File: config.mk
export PLATFORM = sky130hd
export DESIGN_NAME = idle_gate_sel
export DESIGN_NICKNAME = d
export VERILOG_FILES = /design/src/rtl/gsel_pkg.sv /design/src/rtl/gsel_idle_ctr.sv /design/src/rtl/gsel_thresholds.sv /design/src/rtl/gsel_mode_fsm.sv /design/src/rtl/idle_gate_sel.sv
export SDC_FILE = /design/constraint.sdc
export NUM_CORES = 1
export LEC_CHECK = 0
export BUFFER_PORTS_ARGS = -buffer_cell sky130_fd_sc_hd__buf_2
export CAP_MARGIN = 20
export CORE_MARGIN = 2
export CORE_UTILIZATION = 40
export DETAILED_ROUTE_END_ITERATION = 7
export PLACE_DENSITY = 0.67
export SLEW_MARGIN = 25
export SYNTH_ARGS = -nofsm -noshare
export SYNTH_HDL_FRONTEND = slang
export SYNTH_HIERARCHICAL = 1
export SYNTH_SLANG_ARGS = --single-unit
File: constraint.sdc
create_clock -name clk -period 4.9 [get_ports clk]
set_input_delay 0.49 -clock clk [delete_from_list [all_inputs] [get_ports clk]]
set_output_delay 0.49 -clock clk [all_outputs]
set_load 0.05 [all_outputs]
File: src/rtl/gsel_pkg.sv
package gsel_pkg;

    typedef enum logic [1:0] {
        GM_ACTIVE  = 2'b00,
        GM_CLOCK   = 2'b01,
        GM_PARTIAL = 2'b10,
        GM_FULL    = 2'b11
    } gmode_t;

    localparam logic [1:0] SEL_CLOCK   = 2'b00;
    localparam logic [1:0] SEL_PARTIAL = 2'b01;
    localparam logic [1:0] SEL_FULL    = 2'b10;

endpackage

File: src/rtl/gsel_idle_ctr.sv
module gsel_idle_ctr #(
    parameter int CW = 16
) (
    input  logic          clk,
    input  logic          rst_n,
    input  logic          idle_i,
    output logic [CW-1:0] cnt_o,
    output logic [CW-1:0] cnt_inc_o
);
    localparam logic [CW-1:0] CNT_MAX = {CW{1'b1}};

    assign cnt_inc_o = (cnt_o == CNT_MAX) ? CNT_MAX : cnt_o + 1'b1;

    always_ff @(posedge clk or negedge rst_n) begin
        if (!rst_n)      cnt_o <= '0;
        else if (idle_i) cnt_o <= cnt_inc_o;
        else             cnt_o <= '0;
    end


    no_wrap_chk: assert property (@(posedge clk) disable iff (!rst_n)
        ($past(cnt_o) == CNT_MAX && $past(idle_i)) |-> (cnt_o == CNT_MAX));


    clear_chk: assert property (@(posedge clk) disable iff (!rst_n)
        !$past(idle_i) |-> (cnt_o == '0));

endmodule

File: src/rtl/gsel_thresholds.sv
module gsel_thresholds #(
    parameter int CW        = 16,
    parameter int CG_INIT   = 4,
    parameter int PART_INIT = 16,
    parameter int FULL_INIT = 64,
    parameter int FULL_MAX  = 16384,
    parameter int FULL_MIN  = 8,
    parameter int WIN       = 16
) (
    input  logic          clk,
    input  logic          rst_n,
    input  logic          cfg_we_i,
    input  logic [1:0]    cfg_sel_i,
    input  logic [CW-1:0] cfg_data_i,
    input  logic          end_full_i,
    input  logic [CW-1:0] end_cnt_i,
    output logic [CW-1:0] thr_cg_o,
    output logic [CW-1:0] thr_p_o,
    output logic [CW-1:0] thr_f_o
);
    import gsel_pkg::*;

    localparam int XW = CW + 2;

    logic [CW-1:0] cg_n, p_n, f_n;
    logic [XW-1:0] f_w, p_w, e_w, dbl_w, half_w, floor_w, shrink_w;
    logic          short_run, long_run;

    always_comb begin
        f_w      = {2'b00, thr_f_o};
        p_w      = {2'b00, thr_p_o};
        e_w      = {2'b00, end_cnt_i};
        short_run = e_w < (f_w + XW'(WIN));
        long_run  = e_w > (f_w << 2);
        dbl_w    = ((f_w << 1) > XW'(FULL_MAX)) ? XW'(FULL_MAX) : (f_w << 1);
        half_w   = f_w >> 1;
        floor_w  = (XW'(FULL_MIN) > (p_w + 1'b1)) ? XW'(FULL_MIN) : (p_w + 1'b1);
        shrink_w = (half_w > floor_w) ? half_w : floor_w;
    end

    always_comb begin
        cg_n = thr_cg_o;
        p_n  = thr_p_o;
        f_n  = thr_f_o;
        if (cfg_we_i) begin
            unique case (cfg_sel_i)
                SEL_CLOCK:   if (cfg_data_i != '0 && cfg_data_i < thr_p_o) cg_n = cfg_data_i;
                SEL_PARTIAL: if (cfg_data_i > thr_cg_o && cfg_data_i < thr_f_o) p_n = cfg_data_i;
                SEL_FULL:    if (cfg_data_i > thr_p_o) f_n = cfg_data_i;
                default:     ;
            endcase
        end else if (end_full_i) begin
            if (short_run)     f_n = dbl_w[CW-1:0];
            else if (long_run) f_n = shrink_w[CW-1:0];
        end
    end

    always_ff @(posedge clk or negedge rst_n) begin
        if (!rst_n) begin
            thr_cg_o <= CW'(CG_INIT);
            thr_p_o  <= CW'(PART_INIT);
            thr_f_o  <= CW'(FULL_INIT);
        end else begin
            thr_cg_o <= cg_n;
            thr_p_o  <= p_n;
            thr_f_o  <= f_n;
        end
    end


    order_chk: assert property (@(posedge clk) disable iff (!rst_n)
        (thr_cg_o != '0) && (thr_cg_o < thr_p_o) && (thr_p_o < thr_f_o));


    grow_chk: assert property (@(posedge clk) disable iff (!rst_n)
        (end_full_i && !cfg_we_i && short_run) |=> (thr_f_o >= $past(thr_f_o)));


    shrink_chk: assert property (@(posedge clk) disable iff (!rst_n)
        (end_full_i && !cfg_we_i && long_run) |=> (thr_f_o <= $past(thr_f_o)));

endmodule

File: src/rtl/gsel_mode_fsm.sv
module gsel_mode_fsm #(
    parameter int CW = 16
) (
    input  logic            clk,
    input  logic            rst_n,
    input  logic            idle_i,
    input  logic [CW-1:0]   cnt_inc_i,
    input  logic [CW-1:0]   thr_cg_i,
    input  logic [CW-1:0]   thr_p_i,
    input  logic [CW-1:0]   thr_f_i,
    output gsel_pkg::gmode_t mode_o,
    output logic            sleep_req_o,
    output logic            wake_req_o,
    output logic            end_full_o
);
    import gsel_pkg::*;

    gmode_t state, state_n;

    always_comb begin
        state_n = state;
        unique case (state)
            GM_ACTIVE:  if (idle_i && cnt_inc_i >= thr_cg_i) state_n = GM_CLOCK;
            GM_CLOCK:   if (!idle_i) state_n = GM_ACTIVE;
                        else if (cnt_inc_i >= thr_p_i) state_n = GM_PARTIAL;
            GM_PARTIAL: if (!idle_i) state_n = GM_ACTIVE;
                        else if (cnt_inc_i >= thr_f_i) state_n = GM_FULL;
            GM_FULL:    if (!idle_i) state_n = GM_ACTIVE;
            default:    state_n = GM_ACTIVE;
        endcase
    end

    always_ff @(posedge clk or negedge rst_n) begin
        if (!rst_n) state <= GM_ACTIVE;
        else        state <= state_n;
    end

    always_ff @(posedge clk or negedge rst_n) begin
        if (!rst_n) begin
            sleep_req_o <= 1'b0;
            wake_req_o  <= 1'b0;
        end else begin
            sleep_req_o <= (state_n != GM_ACTIVE) && (state_n != state);
            wake_req_o  <= (state != GM_ACTIVE) && !idle_i;
        end
    end

    assign mode_o     = state;
    assign end_full_o = (state == GM_FULL) && !idle_i;


    step_chk: assert property (@(posedge clk) disable iff (!rst_n)
        (state != $past(state)) |-> (state == GM_ACTIVE || state == gmode_t'($past(state) + 2'd1)));


    wake_chk: assert property (@(posedge clk) disable iff (!rst_n)
        wake_req_o |-> (state == GM_ACTIVE && $past(state) != GM_ACTIVE));


    sleep_chk: assert property (@(posedge clk) disable iff (!rst_n)
        sleep_req_o |-> (state != GM_ACTIVE && state != $past(state)));


    one_pulse_chk: assert property (@(posedge clk) disable iff (!rst_n)
        $countones({sleep_req_o, wake_req_o}) <= 1);

endmodule

File: src/rtl/idle_gate_sel.sv
module idle_gate_sel #(
    parameter int CW        = 16,
    parameter int CG_INIT   = 4,
    parameter int PART_INIT = 16,
    parameter int FULL_INIT = 64,
    parameter int FULL_MAX  = 16384,
    parameter int FULL_MIN  = 8,
    parameter int WIN       = 16
) (
    input  logic          clk,
    input  logic          rst_n,
    input  logic          idle_i,
    input  logic          cfg_we_i,
    input  logic [1:0]    cfg_sel_i,
    input  logic [CW-1:0] cfg_data_i,
    output logic [1:0]    mode_o,
    output logic          sleep_req_o,
    output logic          wake_req_o
);
    import gsel_pkg::*;

    logic [CW-1:0] cnt, cnt_inc, thr_cg, thr_p, thr_f;
    logic          end_full;
    gmode_t        mode;

    gsel_idle_ctr #(.CW(CW)) u_ctr (
        .clk(clk), .rst_n(rst_n), .idle_i(idle_i),
        .cnt_o(cnt), .cnt_inc_o(cnt_inc)
    );

    gsel_thresholds #(
        .CW(CW), .CG_INIT(CG_INIT), .PART_INIT(PART_INIT), .FULL_INIT(FULL_INIT),
        .FULL_MAX(FULL_MAX), .FULL_MIN(FULL_MIN), .WIN(WIN)
    ) u_thr (
        .clk(clk), .rst_n(rst_n),
        .cfg_we_i(cfg_we_i), .cfg_sel_i(cfg_sel_i), .cfg_data_i(cfg_data_i),
        .end_full_i(end_full), .end_cnt_i(cnt),
        .thr_cg_o(thr_cg), .thr_p_o(thr_p), .thr_f_o(thr_f)
    );

    gsel_mode_fsm #(.CW(CW)) u_fsm (
        .clk(clk), .rst_n(rst_n), .idle_i(idle_i), .cnt_inc_i(cnt_inc),
        .thr_cg_i(thr_cg), .thr_p_i(thr_p), .thr_f_i(thr_f),
        .mode_o(mode), .sleep_req_o(sleep_req_o), .wake_req_o(wake_req_o),
        .end_full_o(end_full)
    );

    assign mode_o = mode;

endmodule

==> out/qor.json, run 1 <==
{
  "timing": {
    "setup_repair_after_global_routing_missed_its_margin": "false",
    "timing.setup.tns_ps": 0,
    "timing.fmax_ghz": 0.228,
    "worstMarginPinSlew_ps": 989,
    "layout_min_cycle_time_ps": 4380,
    "slew-limit-headroom_pct": 33.8,
    "setup_viol_count_final": 0,
    "finalWorstSetupSlack_ps": 519,
    "skew_ps": 6.18,
    "final-max-slew-violation-count": 0,
    "finalCritPeriodShare_pct": 89.4,
    "finalHoldViolations": 0,
    "timing.hold.ws_ps": 206
  },
  "floorplan": {
    "num_io_pins": 26,
    "dieArea_um2": 19700,
    "dieHeight_um": 140,
    "design.core.area_um2": 18100,
    "initial_utilization_pct": 41.1,
    "dieWidth_um": 140,
    "number_of_standard_cell_rows_in_the_floorplan": 49
  },
  "layout": {
    "num_antenna_cells": 0,
    "layout.cells.most_common": "ha_1",
    "final_nets": 1038,
    "fill_cells": 1754,
    "seq_area_um2": 1710,
    "multi_input_gate_area_in_the_final_layout_um2": 5190,
    "syn2layout_area_growth_pct": 8.70,
    "layout-drive-gt1-share_pct": 11.2,
    "layout_common_cells": "144 x ha_1, 107 x inv_1, 65 x dfrtp_1",
    "stdcell_count": 1105
  },
  "flow_run": {
    "reported_max_cap_violation_count": 0
  },
  "global_route": {
    "grt_first_pass_wirelength_um": 34900,
    "globalRoute.totalOverflow": 0,
    "groute.usage.overall_pct": 22.9,
    "via_count_of_the_first_global_routing_pass": 6227,
    "grt_max_degree": 37,
    "grt_antenna_before_repair": 0
  },
  "synthesis": {
    "post_synth_edffs": 0,
    "ys_ff_latch": 68,
    "synthArstFlopShare_pct": 100,
    "synth.yosys.seq_area_share_pct": 22.9,
    "cell_count_after_synthesis": 856,
    "mappedNetlistArea_um2": 7440,
    "synth_top_flop_cell": "dfrtp_1",
    "synth.yosys.warnings": 6,
    "synth.lib_cells_used.distinct": 78,
    "synth_fp_nets": 1022,
    "postSynthAreaPerCell_um2": 8.69
  },
  "clock_tree": {
    "postCtsHoldBufs": 0,
    "path_clk_slew_ps": 60,
    "cts_made_buffers": 9,
    "cts_tree": "built",
    "postCtsResizedCells": 0,
    "max-clock-path-buffers": 2,
    "cts_post_setup_buffers_inserted": 0,
    "tritoncts_num_sinks": 68,
    "htree_num_levels": 3,
    "cts_root_buffer": "clkbuf_16",
    "worst_skew_pair.late_latency_ps": 340
  },
  "status": {
    "result_of_the_run": "complete, no violations"
  },
  "routing": {
    "drc_violations_left": 0,
    "final_antenna_net_count": 0,
    "wl_um": 22200,
    "number_of_vias_in_the_routed_layout": 6744,
    "avgRoutedWirePerCell_um": 20.1,
    "detailedRoute.firstIterationViolations": 589,
    "first_pass_iters": 5,
    "vias_per_cell": 6.10
  },
  "place": {
    "placement.setup.worst_slack_ps": 624,
    "dpl.cell_count": 1090,
    "io_buffers": 25,
    "gp_congestion": 0.956,
    "place_hpwl_um": 17300
  },
  "power_and_ir_drop": {
    "ir_drop_uv": 297,
    "power-per-cell-area_nw_per_um2": 501,
    "p_leak_nw": 3.89
  },
  "min_path": {
    "worst_hold_path_type": "in -> async"
  },
  "setup_path": {
    "path_class": "reg -> reg",
    "end_kind": "register",
    "worstRegToRegCells": 16,
    "required_ps": 5110,
    "startpoint_type": "register",
    "critical_path_arrival_ps": 4590,
    "cp_max_fo": 19
  }
}
-- cells in the mapped netlist, types with 13 or more instances --
cell,n,area (um^2)
ha_1,144,1800
inv_1,107,402
dfrtp_1,65,1630
o21ai_0,45,225
a21oi_1,43,215
nand3_1,42,210
nand2_1,40,150
nor2_1,32,120
nand4_1,29,181
mux2_2,25,282
xnor2_1,25,219
clkbuf_1,20,75.1
a21o_1,18,135
nor3_1,14,70.1
a31oi_1,13,81.3
nor4_1,13,81.3
-- registers in the layout, indices dropped and copies added, names as in the netlist --
signal / flops
u_thr/thr_cg_o: 16
u_fsm/wake_req_o: 1
u_thr/thr_p_o: 16
u_thr/thr_f_o: 16
u_fsm/sleep_req_o: 1
u_ctr/cnt_o: 16
u_fsm/mode_o: 2
-- where the power goes --
part	switching (mW)	total [mW]	internal [mW]
clock	0.255	0.688	0.434
combinational	1.26	2.21	0.957
sequential	0.382	1.15	0.764
total	1.89	4.05	2.16
-- metrics by stage --
| step | cell area (um^2) | power [mW] | utilization [%] |
|---|---|---|---|
| after floorplan | 7440 | 2.69 | - |
| after global placement | 7780 | 3.26 | 43.0 |
| after detailed placement | 7780 | 3.31 | 43.0 |
| after CTS | 8090 | 4.02 | 44.7 |
| after global routing | 8090 | 4.39 | 44.7 |
| final | 8090 | 4.05 | 44.7 |
-- worst paths after layout --
| kind | slack [ps] | to | start |
|---|---|---|---|
| min in group clk | 420 | u_fsm/wake_req_o | idle_i |
| max reg2reg | 520 | u_thr/thr_f_o[12] | u_thr/thr_p_o[0] |
| max | 520 | u_thr/thr_f_o[12] | u_thr/thr_p_o[0] |
| min reg2reg | 500 | u_thr/thr_cg_o[2] | u_thr/thr_cg_o[2] |
| min | 210 | u_ctr/cnt_o[14] | rst_n |
| max in group asynchronous | 3680 | u_thr/thr_p_o[4] | rst_n |
-- logic make-up (layout without fill, tap and decap cells) --
logic type / Yosys count / after routing / synth area share [%]
buf+inv: 136 / 156 / 7.32
compound gates: 215 / 215 / 19.7
simple gates: 234 / 234 / 17.9
flops: 68 / 68 / 22.9
mux: 32 / 32 / 4.74
fa+ha+maj: 144 / 144 / 24.2
xor+xnor: 27 / 27 / 3.18
-- critical path, cell delays in order, from the launching register on --
cell,delay (ps)
dfrtp_1,570
ha_1,330
nand3_2,220
nor4_1,410
xnor2_1,220
nand4_1,140
nor4_2,160
buf_4,180
nor2_1,50
ha_1,300
nand3_1,110
o32ai_1,90
nor2_1,580
and2_4,380
o21ai_0,100
a221oi_1,280
o22ai_1,130
-- final cells by class --
| cell class | instances | area share [%] |
|---|---|---|
| Multi-Input combinational cell | 652 | 64.3 |
| Sequential cell | 68 | 21.1 |
| Inverter | 107 | 4.97 |
| Tap cell | 229 | 3.54 |
| Clock buffer | 14 | 3.39 |
| Timing Repair Buffer | 34 | 2.38 |
| Clock inverter | 1 | 0.371 |
-- metal layers --
layer	share of wire, %	global-route usage [%]
met1	46	31.6
met2	45	35.6
met3	6.1	3.52
met4	3.3	9.78
met5	0	0
No activity file was read; power rests on OpenSTA's default activity.
==> inputs of run 2 (changes only) <==
--- a/config.mk
+++ b/config.mk
@@ -10,9 +10,8 @@
 export CORE_MARGIN = 2
 export CORE_UTILIZATION = 40
 export DETAILED_ROUTE_END_ITERATION = 7
-export PLACE_DENSITY = 0.67
+export PLACE_DENSITY = 0.68
 export SLEW_MARGIN = 25
 export SYNTH_ARGS = -nofsm -noshare
 export SYNTH_HDL_FRONTEND = slang
-export SYNTH_HIERARCHICAL = 1
 export SYNTH_SLANG_ARGS = --single-unit
==> out/qor.json, run 2 <==
{
  "setup_path": {
    "crit_path_cell_trace": "ha_1, and3_1, a311oi_1, o211ai_1, a211o_1, or4b_1, and2_1, ha_1, nand4_1, nor2_1, and2_1, o21ba_2, nand2_1, a221o_1, o2bb2ai_1, mux2i_1",
    "reg2reg_setup_slack_ps": 330,
    "max_stage_delay_ps": 670,
    "cp_max_fo": 10,
    "startpoint_type": "register",
    "path_depth": 16,
    "required_ps": 5170,
    "critPathLaunch": "u_thr.thr_p_o[1]",
    "critical-path-slowest-cell": "or4b_1",
    "path_delay_family": "simple AND/OR/NAND/NOR gates",
    "worstRegToRegCells": 16,
    "crit-reg2reg-launch": "u_thr.thr_p_o[1]",
    "path_class": "reg -> reg",
    "end_kind": "register",
    "critical_path.n_buffers_inverters": 0,
    "r2r_path_end": "u_thr.thr_f_o[13]",
    "critical_path_arrival_ps": 4830,
    "worstSetupEndpoint": "u_thr.thr_f_o[13]"
  },
  "power_and_ir_drop": {
    "internal_dissipation_mw": 2.04,
    "power-per-cell-area_nw_per_um2": 494,
    "p_leak_nw": 3.80,
    "power.clock.fraction_pct": 16.6,
    "pwr-share-seq_pct": 28.0,
    "power.switching_mw": 1.84,
    "comb_power_share_pct": 55.4,
    "ir_drop_uv": 319,
    "power.share.switching_pct": 47.4
  },
  "floorplan": {
    "dieHeight_um": 138,
    "dieArea_um2": 19100,
    "number_of_standard_cell_rows_in_the_floorplan": 49,
    "num_io_pins": 26,
    "dieWidth_um": 138,
    "design.core.area_um2": 17800,
    "initial_utilization_pct": 40.5
  },
  "flow_run": {
    "reported_max_cap_violation_count": 0
  },
  "layout": {
    "layout.cells.most_common": "ha_1",
    "layout-drive-gt1-share_pct": 12.0,
    "final_nets": 988,
    "finalCoreUtilization_pct": 44.1,
    "num_antenna_cells": 0,
    "syn2layout_area_growth_pct": 8.92,
    "layout_common_cells": "145 x ha_1, 65 x dfrtp_1, 61 x inv_1"
  },
  "routing": {
    "wl_um": 21300,
    "routed-wl-met2_um": 9490,
    "met1Wirelength_um": 9510,
    "drc_violations_left": 0,
    "number_of_vias_in_the_routed_layout": 6355,
    "avgRoutedWirePerCell_um": 20.1,
    "dr.max_layer_used": "met4",
    "vias_per_cell": 6.02,
    "detailedRoute.firstIterationViolations": 516,
    "met3_wirelength_um": 1400,
    "first_pass_iters": 5,
    "final_antenna_net_count": 0
  },
  "clock_tree": {
    "htree_num_levels": 3,
    "tritoncts_num_sinks": 68,
    "worst_skew_pair.late_latency_ps": 350,
    "cts_post_setup_buffers_inserted": 0,
    "path_clk_slew_ps": 50,
    "cts_tree": "built",
    "postCtsHoldBufs": 0,
    "cts_made_buffers": 9,
    "cts_root_buffer": "clkbuf_16",
    "postCtsResizedCells": 0,
    "max-clock-path-buffers": 2
  },
  "timing": {
    "skew_ps": 5.93,
    "timing.fmax_ghz": 0.219,
    "worstMarginPinSlew_ps": 835,
    "setup_repair_after_global_routing_missed_its_margin": "false",
    "finalCritPeriodShare_pct": 93.2,
    "layout_min_cycle_time_ps": 4570,
    "setup_viol_count_final": 0,
    "finalWorstSetupSlack_ps": 332,
    "slew-limit-headroom_pct": 44.2,
    "timing.setup.tns_ps": 0,
    "finalHoldViolations": 0,
    "final-max-slew-violation-count": 0
  },
  "synthesis": {
    "post_synth_edffs": 0,
    "synth.lib_cells_used.distinct": 65,
    "synthArstFlopShare_pct": 100,
    "synth_fp_nets": 971,
    "ys_ff_latch": 68,
    "synthMostInstantiatedCell": "ha_1",
    "synth.yosys.warnings": 0,
    "synthDominantCellAreaShare_pct": 25.1,
    "mappedNetlistArea_um2": 7220,
    "netlist_top_cells_area": "ha_1 25%, dfrtp_1 23%, mux2_2 5.6%, a21oi_1 3.7%, xnor2_1 3.6%",
    "cell_count_after_synthesis": 804,
    "synth_top_flop_cell": "dfrtp_1",
    "postSynthAreaPerCell_um2": 8.98,
    "yosys-top-cells-count": "145 x ha_1, 65 x dfrtp_1, 61 x inv_1",
    "yosysTopAreaCell": "ha_1",
    "synth.yosys.seq_area_share_pct": 23.6
  },
  "global_route": {
    "grt_max_degree": 45,
    "grt_first_pass_wirelength_um": 34000,
    "via_count_of_the_first_global_routing_pass": 6100,
    "groute.usage.overall_pct": 22.6,
    "grt_antenna_before_repair": 0,
    "globalRoute.totalOverflow": 0
  },
  "min_path": {
    "worst_hold_path_type": "in -> async"
  },
  "place": {
    "io_buffers": 25,
    "placement.setup.worst_slack_ps": 419,
    "gp_congestion": 0.980,
    "place_hpwl_um": 16300
  },
  "status": {
    "result_of_the_run": "complete, no violations"
  }
}
==> run 2: through the flow <==
| step | cell area, um^2 | hold WS [ps] | cells | total power [mW] |
|---|---|---|---|---|
| after floorplan | 7220 | 194 | 804 | 2.59 |
| after global placement | 7570 | 488 | 1039 | 3.14 |
| after detailed placement | 7570 | 492 | 1039 | 3.19 |
| after CTS | 7870 | 152 | 1055 | 3.85 |
| after global routing | 7870 | 183 | 1055 | 4.23 |
| final | 7870 | 127 | 1055 | 3.88 |
==> run 2: worst min-delay path by stage <==
| stage | startpoint | end | slack [ps] | cells past startpoint |
|---|---|---|---|---|
| 5_1_grt | rst_n | u_ctr.cnt_o[5] | 180 | 1 |
| 6_report | rst_n | u_ctr.cnt_o[5] | 130 | 1 |
| 3_5_place_dp | u_thr.thr_cg_o[7] | u_thr.thr_cg_o[7] | 490 | 1 |
| 2_1_floorplan | rst_n | u_ctr.cnt_o[0] | 190 | 0 |
| 3_3_place_gp | u_thr.thr_cg_o[10] | u_thr.thr_cg_o[10] | 490 | 1 |
| 4_1_cts | rst_n | u_ctr.cnt_o[5] | 150 | 1 |
==> run 2: power groups by stage <==
stage               combinational [mW]  clock (mW)  sequential (mW)
global placement                  2.06           0             1.08
detailed placement                2.10           0             1.09
finish                            2.15       0.643             1.09
CTS                               2.12       0.652             1.08
floorplan                         1.66           0            0.924
global route                      2.43       0.677             1.12
==> run 2: cell type report <==
cell class / count / area [um^2]
flip-flops and latches: 68 / 1710
clock buffers: 13 / 270
multi-input cells: 648 / 5170
fillers: 1703 / 9980
well taps: 229 / 287
clock inverters: 3 / 20.0
inverters: 61 / 229
repair buffers: 33 / 185
==> run 2: kinds of logic (layout without fill, tap and decap cells) <==
kind of cell    after synthesis  count (layout)  synth area share [%]
mux                          47              47                  7.14
xor+xnor                     36              36                  4.37
flops                        68              68                  23.6
simple gates                229             229                  17.4
buf+inv                      88             110                  4.85
fa+ha+maj                   145             145                  25.1
compound gates              191             191                  17.5
==> run 2: metal layers <==
metal / vias up / GRT usage (%)
met5: - / 0
met4: 0 / 11.3
met2: 238 / 34.6
li1: 3041 / -
met3: 57 / 3.71
met1: 3019 / 30.8
==> run 2: worst register-to-register path, cell delays in order (launching register included) <==
cell	delay [ps]
dfrtp_1	440
ha_1	300
and3_1	250
a311oi_1	270
o211ai_1	130
a211o_1	260
or4b_1	670
and2_1	200
ha_1	290
nand4_1	110
nor2_1	50
and2_1	230
o21ba_2	340
nand2_1	250
a221o_1	410
o2bb2ai_1	120
mux2i_1	150
==> inputs of run 3 (changes only) <==
==> constraint.sdc (replaced) <==
create_clock -name clk -period 4.3 [get_ports clk]
set_input_delay 0.43 -clock clk [delete_from_list [all_inputs] [get_ports clk]]
set_output_delay 0.43 -clock clk [all_outputs]
set_load 0.05 [all_outputs]
==> out/qor.json, run 3 (same netlist as run 2, synthesis figures left out) <==
{
  "clock_tree": {
    "worst_skew_pair.late_latency_ps": 350,
    "htree_num_levels": 3,
    "cts_root_buffer": "clkbuf_16",
    "max-clock-path-buffers": 2,
    "path_clk_slew_ps": 60,
    "tritoncts_num_sinks": 68,
    "cts_tree": "built",
    "cts_made_buffers": 9
  },
  "timing": {
    "timing.hold.ws_ps": 34.8,
    "slew-limit-headroom_pct": 53.5,
    "timing.setup.tns_ps": 0,
    "finalHoldViolations": 0,
    "layout_min_cycle_time_ps": 4100,
    "finalCritPeriodShare_pct": 95.4,
    "timing.fmax_ghz": 0.244,
    "worstMarginPinSlew_ps": 697,
    "skew_ps": 11.3,
    "setup_viol_count_final": 0,
    "final-max-slew-violation-count": 0
  },
  "global_route": {
    "via_count_of_the_first_global_routing_pass": 6271,
    "grt_antenna_before_repair": 0,
    "globalRoute.totalOverflow": 0,
    "groute.usage.overall_pct": 23.1,
    "grt_first_pass_wirelength_um": 34700,
    "grt_max_degree": 52
  },
  "floorplan": {
    "num_io_pins": 26,
    "number_of_standard_cell_rows_in_the_floorplan": 49,
    "design.core.area_um2": 17800,
    "initial_utilization_pct": 40.5,
    "dieWidth_um": 138,
    "dieArea_um2": 19100,
    "dieHeight_um": 138
  },
  "routing": {
    "first_pass_iters": 6,
    "detailedRoute.firstIterationViolations": 473,
    "final_antenna_net_count": 0,
    "avgRoutedWirePerCell_um": 20.6,
    "vias_per_cell": 6.02,
    "number_of_vias_in_the_routed_layout": 6446,
    "wl_um": 22000,
    "drc_violations_left": 0
  },
  "setup_path": {
    "r2r_path_end": "u_thr.thr_f_o[9]",
    "crit-reg2reg-launch": "u_thr.thr_p_o[1]",
    "critical_path_arrival_ps": 4380,
    "end_kind": "register",
    "required_ps": 4580,
    "path_class": "reg -> reg",
    "startpoint_type": "register",
    "cp_max_fo": 8,
    "reg2reg_setup_slack_ps": 200,
    "worstRegToRegCells": 18
  },
  "place": {
    "gp_congestion": 0.960,
    "io_buffers": 25,
    "place_hpwl_um": 16600
  },
  "layout": {
    "syn2layout_area_growth_pct": 12.3,
    "layout_common_cells": "144 x ha_1, 62 x dfrtp_1, 61 x inv_1",
    "fill_cells": 1695,
    "layout-drive-gt1-share_pct": 15.6,
    "final_nets": 1004,
    "seq_area_um2": 1710,
    "layout.cells.most_common": "ha_1",
    "num_antenna_cells": 0,
    "multi_input_gate_area_in_the_final_layout_um2": 5280
  },
  "status": {
    "result_of_the_run": "complete, no violations"
  },
  "min_path": {
    "worst_hold_path_type": "in -> async"
  },
  "power_and_ir_drop": {
    "power-per-cell-area_nw_per_um2": 573,
    "ir_drop_uv": 388,
    "p_leak_nw": 3.92
  },
  "flow_run": {
    "reported_max_cap_violation_count": 0
  }
}
-- run 3: cell type report --
cell class              count  area share (%)
flip-flops and latches     68            21.1
clock inverters             2           0.123
multi-input cells         648            65.1
well taps                 229            3.53
inverters                  61            2.82
repair buffers             49            3.90
clock buffers              14            3.38
-- run 3: timing repair --
item                       4_1_cts  5_1_grt
resized for setup                0       25
setup endpoints to repair        0       15
buffers inserted                 0        3
hold buffers                     0        0
hold endpoints to repair         0        0
-- run 3: power by group --
group | leakage [nW] | internal [mW] | total [mW] | switching (mW)
clock network | 0.143 | 0.437 | 0.736 | 0.299
logic | 2.92 | 1.13 | 2.68 | 1.55
registers | 0.852 | 0.877 | 1.23 | 0.353
total | 3.92 | 2.44 | 4.64 | 2.21
-- run 3: how the worst max path moves through the flow --
stage               slack (ps)                 to              from  depth (start not counted)
floorplan                   40  u_thr.thr_f_o[13]  u_thr.thr_p_o[0]                         19
global placement           270   u_thr.thr_f_o[1]  u_thr.thr_p_o[0]                         16
detailed placement         170   u_thr.thr_f_o[1]  u_thr.thr_p_o[0]                         16
CTS                        150   u_thr.thr_f_o[1]  u_thr.thr_p_o[0]                         17
global route               -20  u_thr.thr_f_o[13]  u_thr.thr_p_o[0]                         18
finish                     200   u_thr.thr_f_o[9]  u_thr.thr_p_o[1]                         18
-- run 3: routing by layer --
metal  global-route usage [%]  part of all wire, %  vias to the layer above
met5                        0                    0                        -
met4                     7.63                  3.1                        0
met3                     6.75                  7.5                       65
met2                     36.9                   46                      263
met1                     30.0                   44                     3048
li1                         -                    -                     3070
-- run 3: stage by stage --
step / worst slack [ps] / cell area, um^2 / total power, mW / instances / util (%)
finish: 197 / 8110 / 4.64 / 1071 / 45.4
global placement: 266 / 7670 / 3.69 / 1052 / 43.0
CTS: 145 / 7960 / 4.49 / 1068 / 44.6
detailed placement: 171 / 7670 / 3.74 / 1052 / 43.0
floorplan: 42.9 / 7220 / 2.95 / 804 / -
global route: -19.4 / 8110 / 5.03 / 1071 / 45.4
-- run 3: critical path, cell delays in order, from the launching register on --
cell and delay (ps):
dfrtp_1 400, ha_4 180, buf_4 130, nand3_4 120
nor4_4 370, and3_1 200, o21ai_0 90, or4b_4 540
and2_4 150, ha_1 280, nand4_1 100, a211oi_1 60
o31ai_1 300, nand4_1 270, buf_6 220, a31oi_1 200
nand2_1 80, a2bb2oi_1 170, mux2_2 170
